$ cat config.mk
export PLATFORM = sky130hd
export DESIGN_NAME = pulse_logic_cell
export DESIGN_NICKNAME = d
export VERILOG_FILES = /design/src/rtl/plc_pkg.sv /design/src/rtl/plc_input_merge.sv /design/src/rtl/plc_recovery_timer.sv /design/src/rtl/plc_event_resolve.sv /design/src/rtl/pulse_logic_cell.sv
export SDC_FILE = /design/constraint.sdc
export NUM_CORES = 1
export LEC_CHECK = 0
export CORE_AREA = 2 2 39 41
export DETAILED_ROUTE_END_ITERATION = 8
export DIE_AREA = 0 0 41 43
export GPL_TIMING_DRIVEN = 0
export PLACE_DENSITY = 0.66
export SETUP_SLACK_MARGIN = 0.05
export SKIP_LAST_GASP = 1
export SLEW_MARGIN = 20
export SYNTH_ARGS = -nofsm -noshare
export SYNTH_HDL_FRONTEND = slang
export SYNTH_SLANG_ARGS = --single-unit
$ cat constraint.sdc
create_clock -name clk -period 1.4 [get_ports clk]
set_input_delay 0.28 -clock clk [delete_from_list [all_inputs] [get_ports clk]]
set_output_delay 0.28 -clock clk [all_outputs]
set_load 0.05 [all_outputs]
$ cat src/rtl/plc_pkg.sv
package plc_pkg;

   typedef enum logic [1:0] {
      CELL_MEM = 2'd0,
      CELL_OR  = 2'd1,
      CELL_NOT = 2'd2,
      CELL_NOR = 2'd3
   } cell_kind_e;

   // Outcome of one cycle's events, in preset/input/read order
   typedef struct packed {
      logic sw_left;
      logic sw_right;
      logic fire;
      logic conflict;
      logic next_state;
   } resolve_t;

   function automatic logic kind_inverting(cell_kind_e k);
      return (k == CELL_NOT) || (k == CELL_NOR);
   endfunction

   function automatic logic kind_multi_input(cell_kind_e k);
      return (k == CELL_OR) || (k == CELL_NOR);
   endfunction

endpackage

$ cat src/rtl/plc_input_merge.sv
module plc_input_merge #(
   parameter int unsigned N_IN = 1
) (
   input  logic [N_IN-1:0] in_stb,
   output logic            any_stb
);
   generate
      if (N_IN == 1) begin : g_single
         assign any_stb = in_stb[0];
      end else begin : g_multi
         logic [N_IN-1:0] chain;
         assign chain[0] = in_stb[0];
         for (genvar i = 1; i < N_IN; i++) begin : g_or
            assign chain[i] = chain[i-1] | in_stb[i];
         end
         assign any_stb = chain[N_IN-1];
      end
   endgenerate
endmodule

$ cat src/rtl/plc_recovery_timer.sv
module plc_recovery_timer #(
   parameter int unsigned HOLD_CYC = 3
) (
   input  logic clk,
   input  logic rst_n,
   input  logic clear,
   input  logic start,
   output logic busy
);
   localparam int unsigned CW = $clog2(HOLD_CYC + 1);
   localparam logic [CW-1:0] LOAD_VAL = CW'(HOLD_CYC - 1);

   logic [CW-1:0] cnt_q;

   always_ff @(posedge clk or negedge rst_n) begin
      if (!rst_n) begin
         cnt_q <= '0;
      end else if (clear) begin
         cnt_q <= '0;
      end else if (start) begin
         cnt_q <= LOAD_VAL;
      end else if (cnt_q != '0) begin
         cnt_q <= cnt_q - 1'b1;
      end
   end

   assign busy = (cnt_q != '0);
endmodule

$ cat src/rtl/plc_event_resolve.sv
module plc_event_resolve
   import plc_pkg::*;
#(
   parameter cell_kind_e KIND = CELL_NOR
) (
   input  logic     state_q,
   input  logic     any_in,
   input  logic     preset,
   input  logic     read,
   input  logic     busy_left,
   input  logic     busy_right,
   output resolve_t res
);
   generate
      if (kind_inverting(KIND)) begin : g_inv
         // preset lives in the left branch, inputs and read in the right
         always_comb begin
            logic s;
            res = '0;
            s   = state_q;
            if (preset && !s) begin
               if (busy_right) res.conflict = 1'b1;
               res.sw_left = 1'b1;
               s = 1'b1;
            end
            if (any_in && s) begin
               if (busy_left || res.sw_left) res.conflict = 1'b1;
               res.sw_right = 1'b1;
               s = 1'b0;
            end
            if (read && s) begin
               if (busy_left || res.sw_left) res.conflict = 1'b1;
               res.sw_right = 1'b1;
               res.fire     = 1'b1;
               s = 1'b0;
            end
            res.next_state = s;
         end
      end else begin : g_noninv
         // inputs in the left branch, read in the right; preset absent
         always_comb begin
            logic s;
            res = '0;
            s   = state_q;
            if (any_in && !s) begin
               if (busy_right) res.conflict = 1'b1;
               res.sw_left = 1'b1;
               s = 1'b1;
            end
            if (read && s) begin
               if (busy_left || res.sw_left) res.conflict = 1'b1;
               res.sw_right = 1'b1;
               res.fire     = 1'b1;
               s = 1'b0;
            end
            res.next_state = s;
         end
      end
   endgenerate

   logic unused_preset;
   assign unused_preset = preset;
endmodule

$ cat src/rtl/pulse_logic_cell.sv
module pulse_logic_cell
   import plc_pkg::*;
#(
   parameter cell_kind_e  KIND         = CELL_NOR,
   parameter int unsigned N_IN         = 2,
   parameter int unsigned CLK_PERIOD_PS = 4000,
   parameter int unsigned SETUP_PS     = 10000
) (
   input  logic            clk,
   input  logic            rst_n,
   input  logic            bias_en,
   input  logic [N_IN-1:0] in_stb,
   input  logic            preset_stb,
   input  logic            read_stb,
   output logic            out_stb,
   output logic            state_o,
   output logic            lockup_o
);
   localparam int unsigned RECOV_CYC_RAW = (SETUP_PS + CLK_PERIOD_PS - 1) / CLK_PERIOD_PS;
   localparam int unsigned RECOV_CYC     = (RECOV_CYC_RAW < 1) ? 1 : RECOV_CYC_RAW;

   generate
      if (N_IN < 1 || N_IN > 4) begin : g_bad_nin
         $error("pulse_logic_cell: N_IN must lie in 1..4");
      end
      if (!kind_multi_input(KIND) && N_IN != 1) begin : g_bad_single
         $error("pulse_logic_cell: single-input kinds require N_IN == 1");
      end
      if (CLK_PERIOD_PS == 0) begin : g_bad_clk
         $error("pulse_logic_cell: CLK_PERIOD_PS must be nonzero");
      end
   endgenerate

   logic     any_in;
   logic     busy_left, busy_right;
   logic     state_q, lock_q, out_q;
   logic     live;
   resolve_t res;

   plc_input_merge #(.N_IN(N_IN)) u_merge (
      .in_stb  (in_stb),
      .any_stb (any_in)
   );

   plc_event_resolve #(.KIND(KIND)) u_resolve (
      .state_q    (state_q),
      .any_in     (any_in),
      .preset     (preset_stb),
      .read       (read_stb),
      .busy_left  (busy_left),
      .busy_right (busy_right),
      .res        (res)
   );

   assign live = bias_en && !lock_q && !res.conflict;

   plc_recovery_timer #(.HOLD_CYC(RECOV_CYC)) u_tmr_left (
      .clk   (clk),
      .rst_n (rst_n),
      .clear (!bias_en),
      .start (live && res.sw_left),
      .busy  (busy_left)
   );

   plc_recovery_timer #(.HOLD_CYC(RECOV_CYC)) u_tmr_right (
      .clk   (clk),
      .rst_n (rst_n),
      .clear (!bias_en),
      .start (live && res.sw_right),
      .busy  (busy_right)
   );

   always_ff @(posedge clk or negedge rst_n) begin
      if (!rst_n) begin
         state_q <= 1'b0;
         lock_q  <= 1'b0;
         out_q   <= 1'b0;
      end else if (!bias_en) begin
         state_q <= 1'b0;
         lock_q  <= 1'b0;
         out_q   <= 1'b0;
      end else if (lock_q) begin
         out_q   <= 1'b0;
      end else if (res.conflict) begin
         lock_q  <= 1'b1;
         out_q   <= 1'b0;
      end else begin
         state_q <= res.next_state;
         out_q   <= res.fire;
      end
   end

   assign out_stb  = out_q;
   assign state_o  = state_q;
   assign lockup_o = lock_q;
endmodule

Yosys cells after proc, flatten, opt, wreduce, memory -nomap -nowiden
Index checks and enable logic that the tools add are counted.
- logic and storage cells: 52
- output and inout bits: 3
- bits in registers: 7
- input port bits: 7
- add/sub/neg operators: 2
- bitwise gates (word level): 1
- multiplexer cells: 26
- equality and inequality tests: 4
- reductions and logical operators: 14
- operators by type and width (operator ; number):
    $mux 1 ; 19
    $mux 2 ; 6
    $logic_and 1x1->1 ; 7
    $ne 3x1->1 const B ; 2
    $ne 2x2->1 const B ; 2
    $reduce_bool 2->1 ; 2
    $sub 2x1->2 const B ; 2
    $logic_not 1->1 ; 3
    $mux 3 ; 1
    $reduce_and 2->1 ; 1
    $logic_or 1x1->1 ; 1
    $or 1x1->1 ; 1

Depth between registers and ports, before layout
Gate-level depths: netlist (run 1).
- word-level depth: 13
- depth in mapped cells: 5

Hierarchy
A second synthesis (run 1) with hierarchy kept.
- cells, all modules: 44
- area total of the unflattened synthesis: 412.9 um2
- modules (own cells, without submodules) (module ; area each (um2) ; times used ; cells an instance ; sequential area each (um2)):
    plc_recovery_timer ; 107.6 ; 2 ; 10 ; 50.0
    pulse_logic_cell ; 135.1 ; 1 ; 13 ; 75.1
    plc_event_resolve ; 56.3 ; 1 ; 10 ; 0.0
    plc_input_merge ; 6.3 ; 1 ; 1 ; 0.0

Worst setup path before layout (run 1)
Ideal clock, no wire load.
- path kind: flip-flop to flip-flop
- from: register state_q (netlist: state_o)
- to: register state_q (netlist: state_o)
- period minus slack after synthesis: 1518 ps
- data required time: 1321 ps
- path buffers: 0
- path slack: -118 ps
- stages on the path, launching flop included: 4
- setup time: 79 ps
- data arrival time: 1438 ps
- path through: dfrtp_1 > or2_1 > a311oi_4 > mux2i_1
- longest elaborated chain between the ends: 10
- elaborated cells between the ends (all ways): 19
- those cells by class: eq/ne (1); mux (12); reduce/logical (6)
- ends and longest elaborated chain (element ; line ; source):
    start, declared ; pulse_logic_cell.sv:36 ; logic state_q, lock_q, out_q;
    start signal, assigned ; pulse_logic_cell.sv:88 ; state_q <= res.next_state;
    $logic_not 1->1 ; plc_event_resolve.sv:21 ; if (preset && !s) begin
    $logic_and 1x1->1 ; plc_event_resolve.sv:21 ;
    $mux 1 ; plc_event_resolve.sv:21 ;
    $logic_or 1x1->1 / $logic_and 1x1->1 (equally long branches) ; plc_event_resolve.sv:27, plc_event_resolve.sv:32, plc_event_resolve.sv:26 ;
    $mux 1, on equally long branches ; plc_event_resolve.sv:27, plc_event_resolve.sv:26 ;
    $mux 1 / $logic_and 1x1->1 (equally long branches) ; plc_event_resolve.sv:26, plc_event_resolve.sv:31 ;
    $mux 1, on equally long branches ; plc_event_resolve.sv:32, plc_event_resolve.sv:31 ;
    $mux 3 / $mux 1 (equally long branches) ; plc_event_resolve.sv:31, pulse_logic_cell.sv:84 ;
    $ne 2x2->1 (no source line) / $mux 1 (equally long branches) ; -- ;
    $reduce_and 2->1 (no source line) / $mux 1 (equally long branches) ; -- ;
Several ways; a longest one is shown, not always the timed one. The select of a mux whose other input is x is not followed.
A chain may end at the register's enable or synchronous reset.

Final worst setup path (run 1)
Same ends and word-level chain as after synthesis.

==> results.tsv, run 1 <==
metric	value	unit
wl_per_cell	11.4	µm
synth_area	414	µm²
setup_viol	0	
rsz0062_at_grt	true	
io_buffers	9	
grt_overflow	0	
synth_top_flop_cell	dfrtp_1	
io_pins	10	
power	0.000986	W
whs	0.305	ns
initial_utilization	0.299	
grt_pass1_vias	368	
synth_area_leaders	dfrtp_1, a311oi_4, ha_1	
powerDensity	1600	mW/mm²
cp-start-kind	flop	
antennaDiodeCount	0	
drive_above_1_share	0.424	
yosysSeqAreaShare	0.423	
cts_max_level	1	
drv_cap	0	
grt_first_pass_wirelength	1.38	mm
synth_edf_count	0	
fin_crit_sh	0.927	
drc	0	
ys_types	21	
yosysTopAreaCell	dfrtp_1	
syn2layout_area_growth	49.2	%
clockBufferDepth	2	
synth_nets	49	
coreArea	0.00138	mm²
fin_worst_skew	0.000570	ns
ys_ff_latch	7	
clock-root-buffer	clkbuf_4	
clock-sinks	7	
synthArstFlopShare	1.00	
yosysWarningCount	0	
gp_congestion	0.687	
fp.dieW	41	µm
synth_common_cells	dfrtp_1, nand2_1, inv_1	
dpl_worst_slack	-0.389	ns
dr.pass1.iters	1	
syn_area_per_cell	10.4	µm²
max_freq	771	MHz
wl	857	µm
placed_area	531	µm²
slew_violations	0	
p_leak	0.266	nW
viasPerCell	4.41	
fin_area	618	µm²
antenna_found_initial	0	
clkTransAtPathRegs	0.05	ns
end_kind	flop	
period_minus_slack	1.30	ns
yosysMostFrequentCell	dfrtp_1	
syn-instance-count	40	
final_antenna_net_count	0	
fin_setup_tns	0	ns
drt-initial-drc-count	0	
hpwl	590	µm
hp-class	primary input to asynchronous set/reset pin	
fin_nets	69	
worst_slack	0.102	ns
floorplan.rows	14	
ir_drop	628	µV
clkLatencyLatePin	0.25	ns
tightest_slew	0.363	ns
required	1.57	ns
hold_viol_final	0	
arrival	1.47	ns
yosys.area.top_type_share	0.423	
grt.total_usage	0.120	
die_h	43	µm
dieArea	0.00176	mm²
grt_max_degree	9	
vias	331	
cts_tree	done	
status	finished, final reports clean	
slew_headroom	0.757	
cts_buffers	3	
path_max_fanout	4	
critPathKind	flop to flop	
## power by group
group | leakage (nW) | switching (W) | internal, W
sequential | 0.0916 | 0.0000363 | 0.000253
clock | 0.0150 | 0.0000794 | 0.000109
combinational | 0.159 | 0.000231 | 0.000277
total | 0.266 | 0.000347 | 0.000639
## logic make-up after synthesis
logic type | share of synthesized area
flops | 0.423
simple gates | 0.263
compound gates | 0.124
fa+ha+maj | 0.0604
xor+xnor | 0.0423
buf+inv | 0.0362
mux | 0.0514
## state kept, by name, indices dropped and copies added, names as in the netlist
| name | flops |
|---|---|
| u_tmr_right.cnt_q | 2 |
| lockup_o | 1 |
| state_o | 1 |
| u_tmr_left.cnt_q | 2 |
| out_stb | 1 |
## per-stage QoR
step / std cells / utilization
after detailed placement: 65 / 0.383
after global placement: 65 / 0.383
after global routing: 75 / 0.447
after floorplan: 40 / -
final: 75 / 0.447
after CTS: 74 / 0.442
## worst max-delay path, stage by stage (launching register included)
cell      delay [ns]
dfrtp_2         0.41
or2_4           0.25
a311oi_4        0.34
mux2i_1         0.22
## repair_timing
item,in CTS,in global routing
gates cloned,0,0
pin swaps,5,3
resized for setup,20,6
endpoints found under the setup margin,7,3
hold buffers,0,0
setup buffers,5,1
## layout by cell type, fill, tap and decap left out, drive strengths merged, types with 4 or more instances in the layout
master,Yosys,routed
buf,0,7
clkbuf,0,5
clkdlybuf4s15,0,4
dfrtp,7,7
inv,4,4
nand2,5,5
## per-layer routing
metal / part of all wire / track usage / vias up / routed length, µm
met1: 0.44 / 0.141 / 148 / 373
met4: 0 / 0.0800 / 0 / 0
met2: 0.52 / 0.181 / 7 / 448
met3: 0.041 / 0.0314 / 0 / 35
met5: 0 / 0 / - / 0
li1: - / - / 176 / -
## final timing paths
| check | startpoint | end | slack, ns | cells past startpoint |
|---|---|---|---|---|
| worst max register to register | state_o | state_o | 0.10 | 3 |
| worst max-delay path | state_o | state_o | 0.10 | 3 |
| max in group asynchronous | rst_n | state_o | 0.81 | 1 |
| min in group clk | in_stb[1] | state_o | 0.37 | 4 |
| worst min register to register | u_tmr_right.cnt_q[0] | u_tmr_right.cnt_q[0] | 0.60 | 3 |
| worst min-delay path | rst_n | u_tmr_right.cnt_q[0] | 0.31 | 1 |
## area by class of cell
type	count	area, µm²
Inverter	4	15.0
Timing Repair Buffer	15	126
Sequential cell	7	176
Tap cell	16	20.0
Multi-Input combinational cell	29	254
Clock buffer	4	26.3
Fill cell	155	766
(Power assumes the default switching activity.)
==> inputs of run 2 (changes only) <==
Settings changed: CORE_AREA 2 2 39 41 to 3 3 40 42, DIE_AREA 0 0 41 43 to 0 0 43 45, RECOVER_POWER set to 50, REMOVE_ABC_BUFFERS set to 1.
==> run 2 against run 1 <==
Compared with the run above:
- power fell by 7.7%
- critical endpoint unchanged
- clock skew is essentially flat
- first-iteration DRC count up 1
- worst setup slack worse by 0.037 ns
- global-route usage fell by 2.4 points
- die area grew 9.8%
- sequential power is essentially flat
- clock-buffer cell count decreased by 1
- combinational power is 14% lower
- utilization rose by 0.90 points
- maximum frequency shrank 2.8%
==> results.tsv, run 2 (synthesis gave the netlist of run 1 again) <==
metric	value	unit	change
setup_viol	0		unchanged
fp.dieW	43	µm	+4.9%
die_h	45	µm	+4.7%
powerDensity	1550	mW/mm²	-2.6%
wl_per_cell	12.2	µm	+6.4%
whs	0.359	ns	+0.0533 ns
slew_violations	0		unchanged
critPathKind	primary input to flop		
cts_max_level	1		unchanged
grt.total_usage	0.0966		-0.0236
syn2layout_area_growth	41.4	%	
grt_pass1_vias	320		-13%
rsz0062_at_grt	false		
fin_crit_sh	0.953		+0.0264
drive_above_1_share	0.352		-0.0719
ff2ff_path_depth	3		unchanged
wl_met2	407	µm	-9.2%
end_kind	flop		
worst_slack	0.0652	ns	-0.0369 ns
grt_max_degree	9		unchanged
dp.cells	64		-1.5%
wl_met1	379	µm	+1.6%
vias	335		+1.2%
clockBufferDepth	2		unchanged
io_buffers	9		unchanged
drv_cap	0		unchanged
antenna_found_initial	0		unchanged
coreArea	0.00128	mm²	-7.1%
final_antenna_net_count	0		unchanged
final_core_util	0.456		+0.00904
io_pins	10		unchanged
wl	839	µm	-2.1%
clock-root-buffer	clkbuf_4		
cp-start-kind	primary input		
antennaDiodeCount	0		unchanged
met3_length	52	µm	+49%
path_max_fanout	4		unchanged
hpwl	587	µm	-0.54%
hp-class	primary input to asynchronous set/reset pin		
dr.pass1.iters	3		+2
gp_congestion	0.691		+0.55%
n_fill_cell	130		-16%
period_minus_slack	1.33	ns	+0.0369 ns
drt-initial-drc-count	1		+1
final_cell_mix	dfrtp_1, nand2_1, inv_2, clkbuf_4, dlygate4sd2_1		
status	finished, final reports clean		
grt_first_pass_wirelength	1.34	mm	-3.0%
dpl_worst_slack	-0.319	ns	+0.0702 ns
fin_cells	69		-8.0%
clkLatencyLatePin	0.25	ns	about the same
arrival	1.51	ns	+0.04 ns
reg_top3	u_tmr_left.cnt_q: 2 flops, u_tmr_right.cnt_q: 2 flops		
hold_viol_final	0		unchanged
final_common_cell	dfrtp_1		
floorplan.rows	13		-1
cts_buffers	3		unchanged
clock-sinks	7		unchanged
max_freq	749	MHz	-2.8%
cts_tree	done		
slew_headroom	0.775		+0.0178
grt_overflow	0		unchanged
ctsHoldBuffers	0		unchanged
drc	0		unchanged
seq_area	176	µm²	unchanged
fin_worst_skew	0.000729	ns	+0.000158 ns
multi_input_area	254	µm²	unchanged
fin_setup_tns	0	ns	unchanged
top_layer_used	met3		
ir_drop	756	µV	+20%
dieArea	0.00194	mm²	+9.8%
tightest_slew	0.336	ns	-0.0267 ns
fin_nets	64		-7.2%
viasPerCell	4.86		+10%
required	1.58	ns	about the same
clkTransAtPathRegs	0.05	ns	about the same
initial_utilization	0.322		+0.0230
p_leak	0.254	nW	-4.2%
-- run 2: changes by cell type in the layout (fill, tap and decap cells not counted), sizes merged, moves of 2 or more --
cell / delta
clkbuf: -2
clkdlybuf4s15: -2
buf: -5
dlygate4sd2: +2
-- run 2: worst max-delay path, stage by stage --
cell and delay [ns]:
dlygate4sd2_1 0.25, or3_4 0.40, a311oi_4 0.37, mux2i_1 0.21
-- run 2: final timing paths --
kind	startpoint	end	slack [ns]
setup / recovery	in_stb[1]	state_o	0.07
hold / removal	rst_n	u_tmr_left.cnt_q[1]	0.36
setup reg to reg	state_o	state_o	0.11
hold reg to reg	u_tmr_right.cnt_q[0]	u_tmr_right.cnt_q[0]	0.58
max in group asynchronous	rst_n	state_o	0.77
min in group clk	preset_stb	u_tmr_left.cnt_q[0]	0.44
-- run 2: what timing repair did --
action	in CTS	in global routing
setup buffers	1	0
endpoints found under the setup margin	7	3
cloned	0	0
resized for setup	20	4
pin swaps	2	2
-- run 2: metal layers --
metal	vias up	global-route usage
met3	0	0.0598
li1	165	-
met5	-	0
met1	163	0.121
met4	0	0.0361
met2	7	0.135
-- run 2: cell type report --
class                   count  share of cell area
multi-input cells          29               0.434
inverters                   4              0.0256
flip-flops and latches      7               0.301
repair buffers             10               0.160
clock inverters             1             0.00855
clock buffers               3              0.0385
well taps                  15              0.0321
-- run 2: power by group --
part	internal, W	switching [W]	total (W)
Clock	0.000105	0.0000816	0.000186
Sequential	0.000253	0.0000343	0.000287
Combinational	0.000226	0.000210	0.000437
Total	0.000584	0.000326	0.000910
-- run 2: stage by stage --
step / cell area (µm²) / power, W
floorplan: 414 / 0.000564
global route: 586 / 0.00100
finish: 586 / 0.000910
detailed placement: 523 / 0.000646
global placement: 523 / 0.000633
CTS: 573 / 0.000880
